$ cat src/rtl/tmr_pkg.sv
`timescale 1ns/1ps
package tmr_pkg;
  localparam int DW     = 8;
  localparam int AW     = 4;
  localparam int NFLAG  = 3;
  localparam int FB_SR  = 0;
  localparam int FB_TB  = 1;
  localparam int FB_TA  = 2;
  localparam int NTMR   = 2;

  typedef enum logic [AW-1:0] {
    RA_TA_LO = 4'd0,
    RA_TA_HI = 4'd1,
    RA_TB_LO = 4'd2,
    RA_TB_HI = 4'd3,
    RA_CTRL  = 4'd4,
    RA_FLAG  = 4'd5,
    RA_ENAB  = 4'd6
  } reg_addr_e;
endpackage

$ cat src/rtl/timer_unit.sv
`timescale 1ns/1ps
module timer_unit #(
  parameter int CW = 16,
  parameter int DW = 8
) (
  input  logic          clk,
  input  logic          rst_n,
  input  logic          tick,
  input  logic          ld_lo,
  input  logic          ld_hi,
  input  logic [DW-1:0] wdata,
  input  logic          cont,
  output logic [CW-1:0] count,
  output logic          expire
);
  localparam int HW = CW - DW;

  logic [CW-1:0] latch_q;
  logic [CW-1:0] cnt_q;
  logic          armed_q;

  assign count  = cnt_q;
  assign expire = tick & armed_q & (cnt_q == '0) & ~ld_hi;

  always_ff @(posedge clk) begin
    if (!rst_n) begin
      latch_q <= '1;
    end else begin
      if (ld_lo) latch_q[DW-1:0] <= wdata;
      if (ld_hi) latch_q[CW-1:DW] <= wdata[HW-1:0];
    end
  end

  always_ff @(posedge clk) begin
    if (!rst_n) begin
      cnt_q   <= '1;
      armed_q <= 1'b0;
    end else if (ld_hi) begin
      cnt_q   <= {wdata[HW-1:0], latch_q[DW-1:0]};
      armed_q <= 1'b1;
    end else if (tick) begin
      if (cnt_q == '0) begin
        if (armed_q && cont) begin
          cnt_q <= latch_q;
        end else begin
          cnt_q   <= '1;
          armed_q <= 1'b0;
        end
      end else begin
        cnt_q <= cnt_q - 1'b1;
      end
    end
  end

  // low-byte load never disturbs the high latch byte
  a_r4_lo_keeps_hi: assert property (@(posedge clk) disable iff (!rst_n)
    ld_lo |=> latch_q[CW-1:DW] == $past(latch_q[CW-1:DW]));

  // high-byte load commits the staged latch
  a_r5_hi_loads: assert property (@(posedge clk) disable iff (!rst_n)
    ld_hi |=> cnt_q == {$past(wdata[HW-1:0]), $past(latch_q[DW-1:0])});

  // counter holds without a tick or a load
  a_r10_hold_no_tick: assert property (@(posedge clk) disable iff (!rst_n)
    (!tick && !ld_hi) |=> cnt_q == $past(cnt_q));

  // periodic mode reloads from the latch
  a_r9_cont_reload: assert property (@(posedge clk) disable iff (!rst_n)
    (expire && cont) |=> cnt_q == $past(latch_q));

  // one-shot expiry wraps and disarms
  a_r8_oneshot_wrap: assert property (@(posedge clk) disable iff (!rst_n)
    (expire && !cont) |=> (cnt_q == '1) && !armed_q);
endmodule

$ cat src/rtl/irq_regs.sv
`timescale 1ns/1ps
module irq_regs #(
  parameter int NF = 3,
  parameter int DW = 8
) (
  input  logic          clk,
  input  logic          rst_n,
  input  logic [NF-1:0] set_ev,
  input  logic [NF-1:0] clr_ev,
  input  logic          en_wr,
  input  logic [DW-1:0] en_wdata,
  output logic [NF-1:0] flags,
  output logic [NF-1:0] enables,
  output logic          irq
);
  logic [NF-1:0] flag_q;
  logic [NF-1:0] en_q;

  assign flags   = flag_q;
  assign enables = en_q;
  assign irq     = |(flag_q & en_q);

  always_ff @(posedge clk) begin
    if (!rst_n) flag_q <= '0;
    else        flag_q <= (flag_q & ~clr_ev) | set_ev;
  end

  always_ff @(posedge clk) begin
    if (!rst_n) begin
      en_q <= '0;
    end else if (en_wr) begin
      if (en_wdata[DW-1]) en_q <= en_q | en_wdata[NF-1:0];
      else                en_q <= en_q & ~en_wdata[NF-1:0];
    end
  end

  // interrupt only with some enabled, set source
  a_r2_irq_needs_source: assert property (@(posedge clk) disable iff (!rst_n)
    irq |-> (en_q != '0) && (flag_q != '0));

  // a new event on an enabled source raises the line on the next edge
  a_r2_irq_follows_event: assert property (@(posedge clk) disable iff (!rst_n)
    ((|(set_ev & en_q)) && !en_wr) |=> irq);

  genvar gi;
  generate
    for (gi = 0; gi < NF; gi++) begin : g_chk
      // a set event is never lost to a same-cycle clear
      a_r11_set_wins: assert property (@(posedge clk) disable iff (!rst_n)
        set_ev[gi] |=> flag_q[gi]);
      // a clear without a set removes the flag
      a_r6_clear_drops: assert property (@(posedge clk) disable iff (!rst_n)
        (clr_ev[gi] && !set_ev[gi]) |=> !flag_q[gi]);
    end
  endgenerate
endmodule

$ cat src/rtl/twin_timer_irq.sv
`timescale 1ns/1ps
module twin_timer_irq
  import tmr_pkg::*;
#(
  parameter int CW = 16
) (
  input  logic          clk,
  input  logic          rst_n,
  input  logic          tick_en,
  input  logic          sr_event,
  input  logic [AW-1:0] bus_addr,
  input  logic [DW-1:0] bus_wdata,
  input  logic          bus_wr,
  input  logic          bus_rd,
  output logic [DW-1:0] bus_rdata,
  output logic          irq_o
);
  localparam int PADW = DW - 1 - NFLAG;

  logic            mode_q;
  logic [NTMR-1:0] ld_lo, ld_hi, rd_lo, tmr_exp, tmr_cont;
  logic [CW-1:0]   tmr_cnt [NTMR];
  logic [NFLAG-1:0] set_ev, clr_ev, flags, enables;
  logic            irq;

  // timer 0 is timer A (addresses 0/1), timer 1 is timer B (addresses 2/3)
  genvar ti;
  generate
    for (ti = 0; ti < NTMR; ti++) begin : g_tmr
      localparam logic [AW-1:0] LO_A = AW'(2 * ti);
      localparam logic [AW-1:0] HI_A = AW'(2 * ti + 1);
      assign ld_lo[ti] = bus_wr && (bus_addr == LO_A);
      assign ld_hi[ti] = bus_wr && (bus_addr == HI_A);
      assign rd_lo[ti] = bus_rd && (bus_addr == LO_A);
      if (ti == 0) begin : g_sel_a
        assign tmr_cont[ti] = mode_q;
      end else begin : g_sel_b
        assign tmr_cont[ti] = 1'b0;
      end
      timer_unit #(.CW(CW), .DW(DW)) u_tmr (
        .clk    (clk),
        .rst_n  (rst_n),
        .tick   (tick_en),
        .ld_lo  (ld_lo[ti]),
        .ld_hi  (ld_hi[ti]),
        .wdata  (bus_wdata),
        .cont   (tmr_cont[ti]),
        .count  (tmr_cnt[ti]),
        .expire (tmr_exp[ti])
      );
    end
  endgenerate

  always_ff @(posedge clk) begin
    if (!rst_n)                                  mode_q <= 1'b0;
    else if (bus_wr && (bus_addr == RA_CTRL))    mode_q <= bus_wdata[0];
  end

  always_comb begin
    set_ev        = '0;
    set_ev[FB_SR] = sr_event;
    set_ev[FB_TA] = tmr_exp[0];
    set_ev[FB_TB] = tmr_exp[1];
    clr_ev        = (bus_wr && (bus_addr == RA_FLAG)) ? bus_wdata[NFLAG-1:0] : '0;
    clr_ev[FB_TA] = clr_ev[FB_TA] | rd_lo[0] | ld_hi[0];
    clr_ev[FB_TB] = clr_ev[FB_TB] | rd_lo[1] | ld_hi[1];
  end

  irq_regs #(.NF(NFLAG), .DW(DW)) u_irq (
    .clk      (clk),
    .rst_n    (rst_n),
    .set_ev   (set_ev),
    .clr_ev   (clr_ev),
    .en_wr    (bus_wr && (bus_addr == RA_ENAB)),
    .en_wdata (bus_wdata),
    .flags    (flags),
    .enables  (enables),
    .irq      (irq)
  );

  assign irq_o = irq;

  always_comb begin
    bus_rdata = '0;
    if (bus_rd) begin
      case (bus_addr)
        RA_TA_LO: bus_rdata = tmr_cnt[0][DW-1:0];
        RA_TA_HI: bus_rdata = tmr_cnt[0][CW-1:DW];
        RA_TB_LO: bus_rdata = tmr_cnt[1][DW-1:0];
        RA_TB_HI: bus_rdata = tmr_cnt[1][CW-1:DW];
        RA_CTRL:  bus_rdata = {{(DW-1){1'b0}}, mode_q};
        RA_FLAG:  bus_rdata = {irq, {PADW{1'b0}}, flags};
        RA_ENAB:  bus_rdata = {1'b1, {PADW{1'b0}}, enables};
        default:  bus_rdata = '0;
      endcase
    end
  end

  // high-byte read of timer B leaves its flag alone
  a_r7_hi_read_keeps_flag: assert property (@(posedge clk) disable iff (!rst_n)
    (bus_rd && !bus_wr && (bus_addr == RA_TB_HI) && !tmr_exp[1])
      |=> flags[FB_TB] == $past(flags[FB_TB]));

  // shift event pulse sets the shift flag
  a_r12_sr_sets: assert property (@(posedge clk) disable iff (!rst_n)
    sr_event |=> flags[FB_SR]);
endmodule

$ cat config.mk
export PLATFORM = sky130hd
export DESIGN_NAME = twin_timer_irq
export DESIGN_NICKNAME = d
export VERILOG_FILES = /design/src/rtl/tmr_pkg.sv /design/src/rtl/timer_unit.sv /design/src/rtl/irq_regs.sv /design/src/rtl/twin_timer_irq.sv
export SDC_FILE = /design/constraint.sdc
export NUM_CORES = 1
export LEC_CHECK = 0
export ABC_AREA = 1
export BUFFER_PORTS_ARGS = -buffer_cell sky130_fd_sc_hd__buf_2
export CAP_MARGIN = 20
export CORE_ASPECT_RATIO = 1.1
export CORE_MARGIN = 3
export CORE_UTILIZATION = 41
export CTS_CLUSTER_SIZE = 20
export DETAILED_ROUTE_END_ITERATION = 12
export HOLD_SLACK_MARGIN = 0.05
export PLACE_DENSITY = 0.64
export SETUP_SLACK_MARGIN = 0.2
export SYNTH_ARGS = -nofsm -noshare
export SYNTH_HDL_FRONTEND = slang
export SYNTH_HIERARCHICAL = 1
export SYNTH_SLANG_ARGS = --single-unit
$ cat constraint.sdc
create_clock -name clk -period 3.6 [get_ports clk]
set_input_delay 0.72 -clock clk [delete_from_list [all_inputs] [get_ports clk]]
set_output_delay 0.72 -clock clk [all_outputs]
set_load 0.02 [all_outputs]
Yosys cells after proc, flatten, opt, wreduce, memory -nomap -nowiden
Cells that the tools add are included.

word-level totals
  memories = 0
  output and inout port bits = 9
  bits of input ports = 18
  latch bits = 0
  flip-flop bits (word level) = 65
  RAM bits = 0
  bits in read-only memories = 0

operators by class
  $lt $le $gt $ge = 0
  shifts and indexed selects = 0
  equality and inequality tests = 7
  mux-type cells = 18
  bitwise logic cells = 19
  add/subtract/negate cells = 2
  $mul = 0
  div/mod/pow operators = 0
  reductions and logical operators = 20

operator list
  cell                                                                      number
  16-bit 2-to-1 mux                                                         7
  8-bit one-hot mux with 7 select lines                                     1
  16-bit zero test                                                          2
  16-bit by 1-bit subtractor with 16-bit output (second input constant)     2
  4-bit by 3-bit equality test with 1-bit output (second input constant)    3
  1-bit logical AND                                                         10
  3-bit AND                                                                 3
  4-bit by 2-bit equality test with 1-bit output (second input constant)    2
  8-bit 2-to-1 mux                                                          1
  2-bit nonzero test                                                        4
  1-bit 2-to-1 mux                                                          7
  1-bit AND                                                                 6
  3-bit 2-to-1 mux                                                          2
  3-bit NOT                                                                 2
  3-bit bitwise OR                                                          2
  4-bit by 1-bit equality test with 1-bit output (second input constant)    1
  4-bit zero test                                                           1
  1-bit bitwise OR                                                          4
  3-bit AND reduction                                                       1
  3-bit OR reduction                                                        1
  2-bit by 1-bit inequality test with 1-bit output (second input constant)  1
  1-bit NOT                                                                 2
  2-bit AND reduction                                                       1

Depth between registers and ports, before layout
Gate-level depths: netlist (run 1).

  word-level depth = 8
  gate-level depth with buffers = 12
  mapped depth without buffers = 11

Modules after synthesis
The synthesis (run 1) kept the hierarchy.

by module, submodules not included
  module          times used  sequential area each (µm²)  cells an instance  area an instance (µm²)
  timer_unit      2           660.6                       298                1,999.4
  twin_timer_irq  1           20.0                        119                595.6
  irq_regs        1           120.1                       38                 245.2

Worst setup path after synthesis (run 1)
No wires, ideal clock.

  path type = input to output
  start point = input bus_addr[3]
  end point = output bus_rdata[0]
  data arrival time = 1.570 ns
  path buffers = 1
  stages on the path = 6
  path slack = 1.310 ns
  cell sequence = nor2_1 > buf_4 > nand2_1 > nor2_1 > nor2_1 > a21oi_1

between the ends
  word-level cells in the longest chain between the ends = 3
  elaborated cells between the ends (all ways) = 9

ends and longest elaborated chain
  item                                                                    RTL line              text
  start, declared                                                         twin_timer_irq.sv:11  input logic [AW-1:0] bus_addr,
  4-bit by 3-bit equality test with 1-bit output (tied with other cells)  twin_timer_irq.sv:86  case (bus_addr)
  8-bit one-hot mux with 7 select lines *                                 twin_timer_irq.sv:86
  8-bit 2-to-1 mux *                                                      twin_timer_irq.sv:85  if (bus_rd) begin
  end, declared                                                           twin_timer_irq.sv:15  output logic [DW-1:0] bus_rdata,

Mark *: on every way between the ends. The rest lies on a longest branch, timed or not.

Final worst setup path (run 1)
  start point = input bus_addr[2]
  end point = output bus_rdata[0]

The elaborated chain is that of the path after synthesis.

==> results.md, run 1 <==
* RSZ-0062 raised after global routing: false
* Synth Flop Type: dfxtp_1
* Share of the synthesized area in the top cell type at 30.20%
* Num CTS Buffers at 9
* Nets at 798
* Mapped Cells at 753
* Internal Power at 1.393 mW
* Crit start category: input pin
* Fraction of the mapped netlist area in compound gates at 8.893%
* Synth area leader: dfxtp_1
* Fillcell total at 1182
* Setup repair bufs after CTS at 0
* Asr flop ratio synth at 0%
* Via/cell ratio at 5.342
* Net switching share of the total power at 29.02%
* Register bit total from synthesis at 73
* Core area at 0.01121 mm^2
* Hold_buf cts at 0
* Mapped cell area at 0.004840 mm^2
* PD cells at 366.9 mW/mm^2
* Detailed placement HPWL at 11010 um
* Die area at 0.01315 mm^2
* Largest family of logic cells by synthesized area: simple AND/OR/NAND/NOR gates
* N_diodes at 0
* Clock network power share at 41.0%
* Drt drc at 0
* Grt total ovfl at 0
* Finished Layout Cells at 928
* Placed Cells at 912
* Layout cells sized above 1 at 13.57%
* DRT Pass-1 Iters at 5
* Max incr delay on CP at 0.61 ns
* Post-synthesis mux area share at 0%
* Setup WS post-layout at 0.8033 ns
* Sequential fraction of design power at 46.3%
* Leading cell types by count after synthesis: nand2_1 (213), nand3_1 (119), nor2_1 (77)
* Die Ht at 120.0 um
* Largest net degree at the start of global routing at 28
* Final setup viols at 0
* DR iter-0 viols at 441
* Crit share post-route at 77.69%
* Vias at 4957
* CTS max path bufs at 2
* Final antenna-violating net count at 0
* CP Data Required Time at 2.88 ns
* Crit-path max FO at 11
* Sink Count at 73
* H-tree depth at 3
* Worst min path class: flip-flop to flip-flop
* Maximum clock rate at 0.3576 GHz
* Max-cap violations at 0
* Synthesis Warnings at 6
* Clock transition at path regs at 0.05 ns
* Syn-to-layout area delta at 10.55%
* Combinational group share of total power at 12.7%
* Std cell rows at 40
* Routed Wire Length at 14400 um
* Peak VDD IR at 0.0001895 V
* Initial Utilization at 43.17%
* Synth cell types at 33
* CTS root buf: clkbuf_16
* Tot GR Track Use at 22.66%
* R2r setup slk at 1.70 ns
* CP max-delay cell: nor2_1
* CP Class: input pin to output port
* Slew Viols, Final at 0
* PostCTS Resize Cnt at 0
* Slew headroom at 40.35%
* Setup WS pre-CTS at 0.8311 ns
* Hold Fails Final Rpt at 0
* Outcome: finished, final reports clean
* Crit end category: output port
* Worst-Margin Slew at 0.8914 ns
* Net switching power at 569.7 uW
* Crit path DAT at 2.08 ns
* Synth Area in Simple Gates at 49.69%
* Count leader, synth: nand2_1
* Post-route minimum period at 2.797 ns
* Worst-Skew Late Latency at 0.33 ns
* Post-Synthesis Net Count at 775
* DR WL/cell at 15.52 um
* Setup Total Neg Slack at 0 ns
* Mean Syn Cell Area at 6.427 um^2
* Synth top area cells: dfxtp_1 (30%), nand2_1 (17%), nand3_1 (12%), nor2_1 (6.0%), inv_1 (5.6%)
* Leak at 2.689 nW
* Port Buffers at 26
* Skew final at 0.009724 ns
* Post-synth EDFFs at 0
* Seq/Total Area, Yosys at 30.20%
* I/O pins at 27
* Global-route wire length before repair at 23380 um
* Vias in the first global route at 4591
* Critical path cell sequence: buf_2 -> inv_1 -> nor2_1 -> nand3_1 -> nand2_1 -> nor2_1 -> a21oi_1 -> buf_2
* CTS tree: built
* Adder-cell share of the synthesized area at 1.034%
* Initial antenna violation count at 0
* Post-Synth XOR/XNOR Area at 1.086%
* Routability cong. at 0.9305
* Die X at 109.6 um
critical path, delay by kind of cell:
kind	cells	cell delay [ns]
AOI/OAI and AO/OA	1	0.14
buffers and inverters	3	0.33
and+or+nand+nor	4	0.89
final cells by class:
cell class / instances / area, um^2 / area share (%)
Tap cell: 147 / 183.9 / 3.438
Multi-Input combinational cell: 575 / 2942 / 54.98
Inverter: 87 / 337.8 / 6.314
Timing Repair Buffer: 30 / 160.2 / 2.993
Sequential cell: 73 / 1461 / 27.32
Clock buffer: 11 / 232.7 / 4.350
Clock inverter: 5 / 32.53 / 0.6080
per-stage QoR:
step | total power [mW] | hold slack [ns] | cell area, um^2 | util, %
4_1_cts | 1.975 | 0.4613 | 5350 | 47.72
6_report | 1.963 | 0.4595 | 5350 | 47.72
3_3_place_gp | 1.166 | 0.4368 | 5085 | 45.36
5_1_grt | 2.047 | 0.4787 | 5350 | 47.72
2_1_floorplan | 1.079 | 0.4200 | 4840 | -
3_5_place_dp | 1.172 | 0.4451 | 5085 | 45.36
cell usage in the layout (no fill, tap or decap):
master and n:
nor2_4 17, clkinv_2 4, nor2_8 2, nor2_2 7
nand2_1 213, clkbuf_1 2, nor3b_1 1, nand3_2 6
dfxtp_1 73, buf_4 4, a21oi_1 51, o21ai_0 23
or2_0 2, buf_2 26, xor2_1 4, nand2_4 9
clkinv_4 2, o211ai_1 8, nand2_2 1, ha_1 4
conb_1 1, nand3b_1 8, nand3_1 119, inv_6 2
xnor2_1 2, nand4_1 14, clkinv_1 1, nand2_8 2
inv_1 72, nand3_4 4, inv_2 11, clkbuf_16 9
nor2_1 77
state kept, by name, indices dropped and copies added, names as in the netlist, named ones only:
signal / cells
g_tmr.u_tmr/armed_q: 2
g_tmr.u_tmr/count: 32
g_tmr.u_tmr/latch_q: 32
mode_q: 1
u_irq/flags: 3
worst paths after layout:
check | startpoint | end | depth (start not counted)
setup / recovery | bus_addr[2] | bus_rdata[0] | 8
hold / removal | g_tmr[0].u_tmr/latch_q[0] | g_tmr[0].u_tmr/latch_q[0] | 2
setup reg to reg | g_tmr[0].u_tmr/count[0] | g_tmr[0].u_tmr/count[12] | 9
hold reg to reg | g_tmr[0].u_tmr/latch_q[0] | g_tmr[0].u_tmr/latch_q[0] | 2
power by group through the flow:
stage	Sequential, mW	Clock [mW]	Combinational [mW]
3_5_place_dp	0.925	0	0.246
6_report	0.910	0.804	0.249
5_1_grt	0.912	0.854	0.280
4_1_cts	0.907	0.819	0.249
2_1_floorplan	0.899	0	0.180
3_3_place_gp	0.924	0	0.242
cells by family after synthesis:
group	after synthesis
DFF	73
AOI/OAI and AO/OA	82
other	1
xor gates and xnor gates	6
buffers and inverters	105
and+or+nand+nor	482
adders and majority gates	4
routing by layer:
metal  wire length (um)  share of wire [%]  up-vias  global-route usage, %
met1               6431                 45     2260                  30.43
li1                   -                  -     2495                      -
met4                377                2.6        0                  7.249
met3                849                5.9       27                  3.174
met5                  0                  0        -                      0
met2               6744                 47      175                  37.18
Note: power is estimated with default switching activity, not from simulation.
==> run 2: changes to the inputs <==
Settings changed: PLACE_DENSITY 0.64 to 0.66.
Clock period 3.6 ns to 2.5 ns, I/O delays scaled along.
==> results.md, run 2 (synthesized netlist as in run 1, its figures left out) <==
* Clock network power share at 47.5% (was 41.0%)
* Worst-Skew Late Latency at 0.34 ns (was 0.33 ns)
* Hold slack final at 0.3791 ns (was 0.4595 ns)
* Largest net degree at the start of global routing at 37 (was 28)
* CTS max path bufs at 2 (unchanged)
* Min-delay src: sr_event (was g_tmr[0].u_tmr/latch_q[0])
* Finished Layout Cells at 934 (was 928)
* WP buf/inv at 3 (unchanged)
* Util after Layout at 49.00% (was 47.72%)
* Die X at 109.6 um (unchanged)
* Reg2reg path depth at 9 (unchanged)
* Peak VDD IR at 0.0004149 V (was 0.0001895 V)
* Max-cap violations at 0 (unchanged)
* Uppermost layer routed: met4 (unchanged)
* Met3 WL post-DR at 1095 um (was 849 um)
* PD cells at 583.9 mW/mm^2 (was 366.9 mW/mm^2)
* Vias at 5076 (was 4957)
* Initial Utilization at 43.17% (unchanged)
* Global-route wire length before repair at 23950 um (was 23380 um)
* CP Class: input pin to output port (unchanged)
* Routed Wire Length at 15050 um (was 14400 um)
* Hold_buf cts at 0 (unchanged)
* Hold Fails Final Rpt at 0 (unchanged)
* Slew headroom at 50.72% (was 40.35%)
* Initial antenna violation count at 0 (unchanged)
* RSZ-0062 raised after global routing: false (unchanged)
* DR iter-0 viols at 451 (was 441)
* Internal Power at 2.326 mW (was 1.393 mW)
* CTS tree: built (unchanged)
* Hold Path End: u_irq/flags[0] (was g_tmr[0].u_tmr/latch_q[0])
* Port Buffers at 26 (unchanged)
* Crit end category: output port (unchanged)
* Hold Crit Depth at 3 (was 2)
* Maximum clock rate at 0.4673 GHz
* Cell family contributing the most delay on the critical path: simple AND/OR/NAND/NOR gates (unchanged)
* Max incr delay on CP at 0.31 ns (was 0.61 ns)
* Vias in the first global route at 4793 (was 4591)
* DR WL/cell at 16.11 um (was 15.52 um)
* Die Ht at 120.0 um (unchanged)
* Nets at 804 (was 798)
* Fillcell total at 1160 (was 1182)
* CP max-delay cell: nor2_2 (was nor2_1)
* Sink Count at 73 (unchanged)
* Num CTS Buffers at 9 (unchanged)
* RR Startpoint: g_tmr[0].u_tmr/count[0] (unchanged)
* I/O pins at 27 (unchanged)
* Net switching power at 881.0 uW (was 569.7 uW)
* Sequential fraction of design power at 40.9% (was 46.3%)
* Crit start category: input pin (unchanged)
* Placed Cells at 918 (was 912)
* DRT Pass-1 Iters at 5 (unchanged)
* Setup repair bufs after CTS at 0 (unchanged)
* Std cell rows at 40 (unchanged)
* Met1 WL at 6704 um (was 6431 um)
* Most common cell after layout, fill and taps aside: nand2_1 (unchanged)
* Tot GR Track Use at 23.33% (was 22.66%)
* Worst min path class: input pin to flip-flop (was flip-flop to flip-flop)
* N_diodes at 0 (unchanged)
* Detailed placement HPWL at 11220 um (was 11010 um)
* Grt total ovfl at 0 (unchanged)
* R2r setup slk at 0.68 ns (was 1.70 ns)
* Via/cell ratio at 5.435 (was 5.342)
* Post-route minimum period at 2.140 ns
* Combinational group share of total power at 11.6% (was 12.7%)
* PostCTS Resize Cnt at 0 (unchanged)
* Syn-to-layout area delta at 13.50% (was 10.55%)
* Die area at 0.01315 mm^2 (unchanged)
* Crit-path max FO at 7 (was 11)
* Outcome: finished, final reports clean (unchanged)
* Layout cells sized above 1 at 14.49% (was 13.57%)
* Worst-Margin Slew at 0.7384 ns (was 0.8914 ns)
* Crit path DAT at 1.64 ns (was 2.08 ns)
* Slew Viols, Final at 0 (unchanged)
* Net switching share of the total power at 27.47% (was 29.02%)
* Clock transition at path regs at 0.06 ns (was 0.05 ns)
* H-tree depth at 3 (unchanged)
* Routability cong. at 0.9761 (was 0.9305)
* Reg-to-reg endpoint: g_tmr[0].u_tmr/count[8] (was g_tmr[0].u_tmr/count[12])
* Met2 wire length at 6861 um (was 6744 um)
* CTS root buf: clkbuf_16 (unchanged)
* Drt drc at 0 (unchanged)
* Skew final at 0.006479 ns (was 0.009724 ns)
* Most frequent cells in the layout: nand2_1 (213), nand3_1 (119), nor2_1 (77) (unchanged)
* Final antenna-violating net count at 0 (unchanged)
* Leak at 2.756 nW (was 2.689 nW)
* Crit share post-route at 85.60%
* CP Data Required Time at 2.00 ns (was 2.88 ns)
* Core area at 0.01121 mm^2 (unchanged)
* Setup Total Neg Slack at 0 ns (unchanged)
* Final setup viols at 0 (unchanged)
* Critical path cell sequence: buf_2 -> nor2_2 -> nand2_2 -> inv_2 -> nand2_1 -> nand2_1 -> nor2_1 -> nor2_1 -> buf_2 (was buf_2 -> inv_1 -> nor2_1 -> nand3_1 -> nand2_1 -> nor2_1 -> a21oi_1 -> buf_2)
run 2: changes by cell type in the layout (fill, tap and decap cells not counted), moves of 2 or more:
cell        delta
buf_4          +5
bufinv_16      +3
clkinv_2       -3
clkbuf_1       -2
clkinv_4       -2
clkinvlp_4     +2
run 2: worst max-delay path by stage:
stage	startpoint	endpoint	slack (ns)	cells past startpoint
after CTS	bus_addr[0]	bus_rdata[0]	0.35	9
after global placement	bus_addr[3]	g_tmr[0].u_tmr/armed_q	0.32	10
final	bus_addr[1]	bus_rdata[5]	0.36	9
after detailed placement	bus_addr[0]	g_tmr[1].u_tmr/armed_q	0.29	10
after floorplan	bus_addr[3]	bus_rdata[0]	0.65	6
after global routing	bus_addr[3]	bus_rdata[5]	0.24	10
run 2: worst register-to-register path, delay by kind of cell, from the launching register on:
family / cells / cell delay, ns
and+or+nand+nor: 7 / 0.92
DFF: 1 / 0.37
adders and majority gates: 1 / 0.26
buffers and inverters: 1 / 0.17
run 2: metrics by stage:
step           power [mW]  setup WS [ns]  cell area [um^2]
5_1_grt             3.312         0.2418              5493
6_report            3.207         0.3600              5493
4_1_cts             3.217         0.3497              5493
3_3_place_gp        1.694         0.3227              5142
3_5_place_dp        1.701         0.2903              5142
2_1_floorplan       1.553         0.6501              4840
run 2: layout make-up:
| type | instances | area (um^2) | area share (%) |
|---|---|---|---|
| inverter | 87 | 337.8 | 6.150 |
| clock inverter | 7 | 125.1 | 2.278 |
| sequential | 73 | 1461 | 26.61 |
| tap | 147 | 183.9 | 3.349 |
| multi-input combinational | 575 | 2942 | 53.55 |
| timing repair buffer | 36 | 217.7 | 3.964 |
| clock buffer | 9 | 225.2 | 4.100 |
run 2: power groups by stage:
stage	combinational [mW]	clock, mW	sequential, mW
after floorplan	0.259	0	1.29
after global placement	0.358	0	1.34
after detailed placement	0.365	0	1.34
after CTS	0.367	1.54	1.31
after global routing	0.411	1.58	1.32
final	0.371	1.52	1.31
run 2: layer usage:
metal | GRT usage [%] | up-vias
li1 | - | 2503
met1 | 31.75 | 2334
met2 | 37.10 | 209
met3 | 3.443 | 30
met4 | 8.574 | 0
met5 | 0 | -
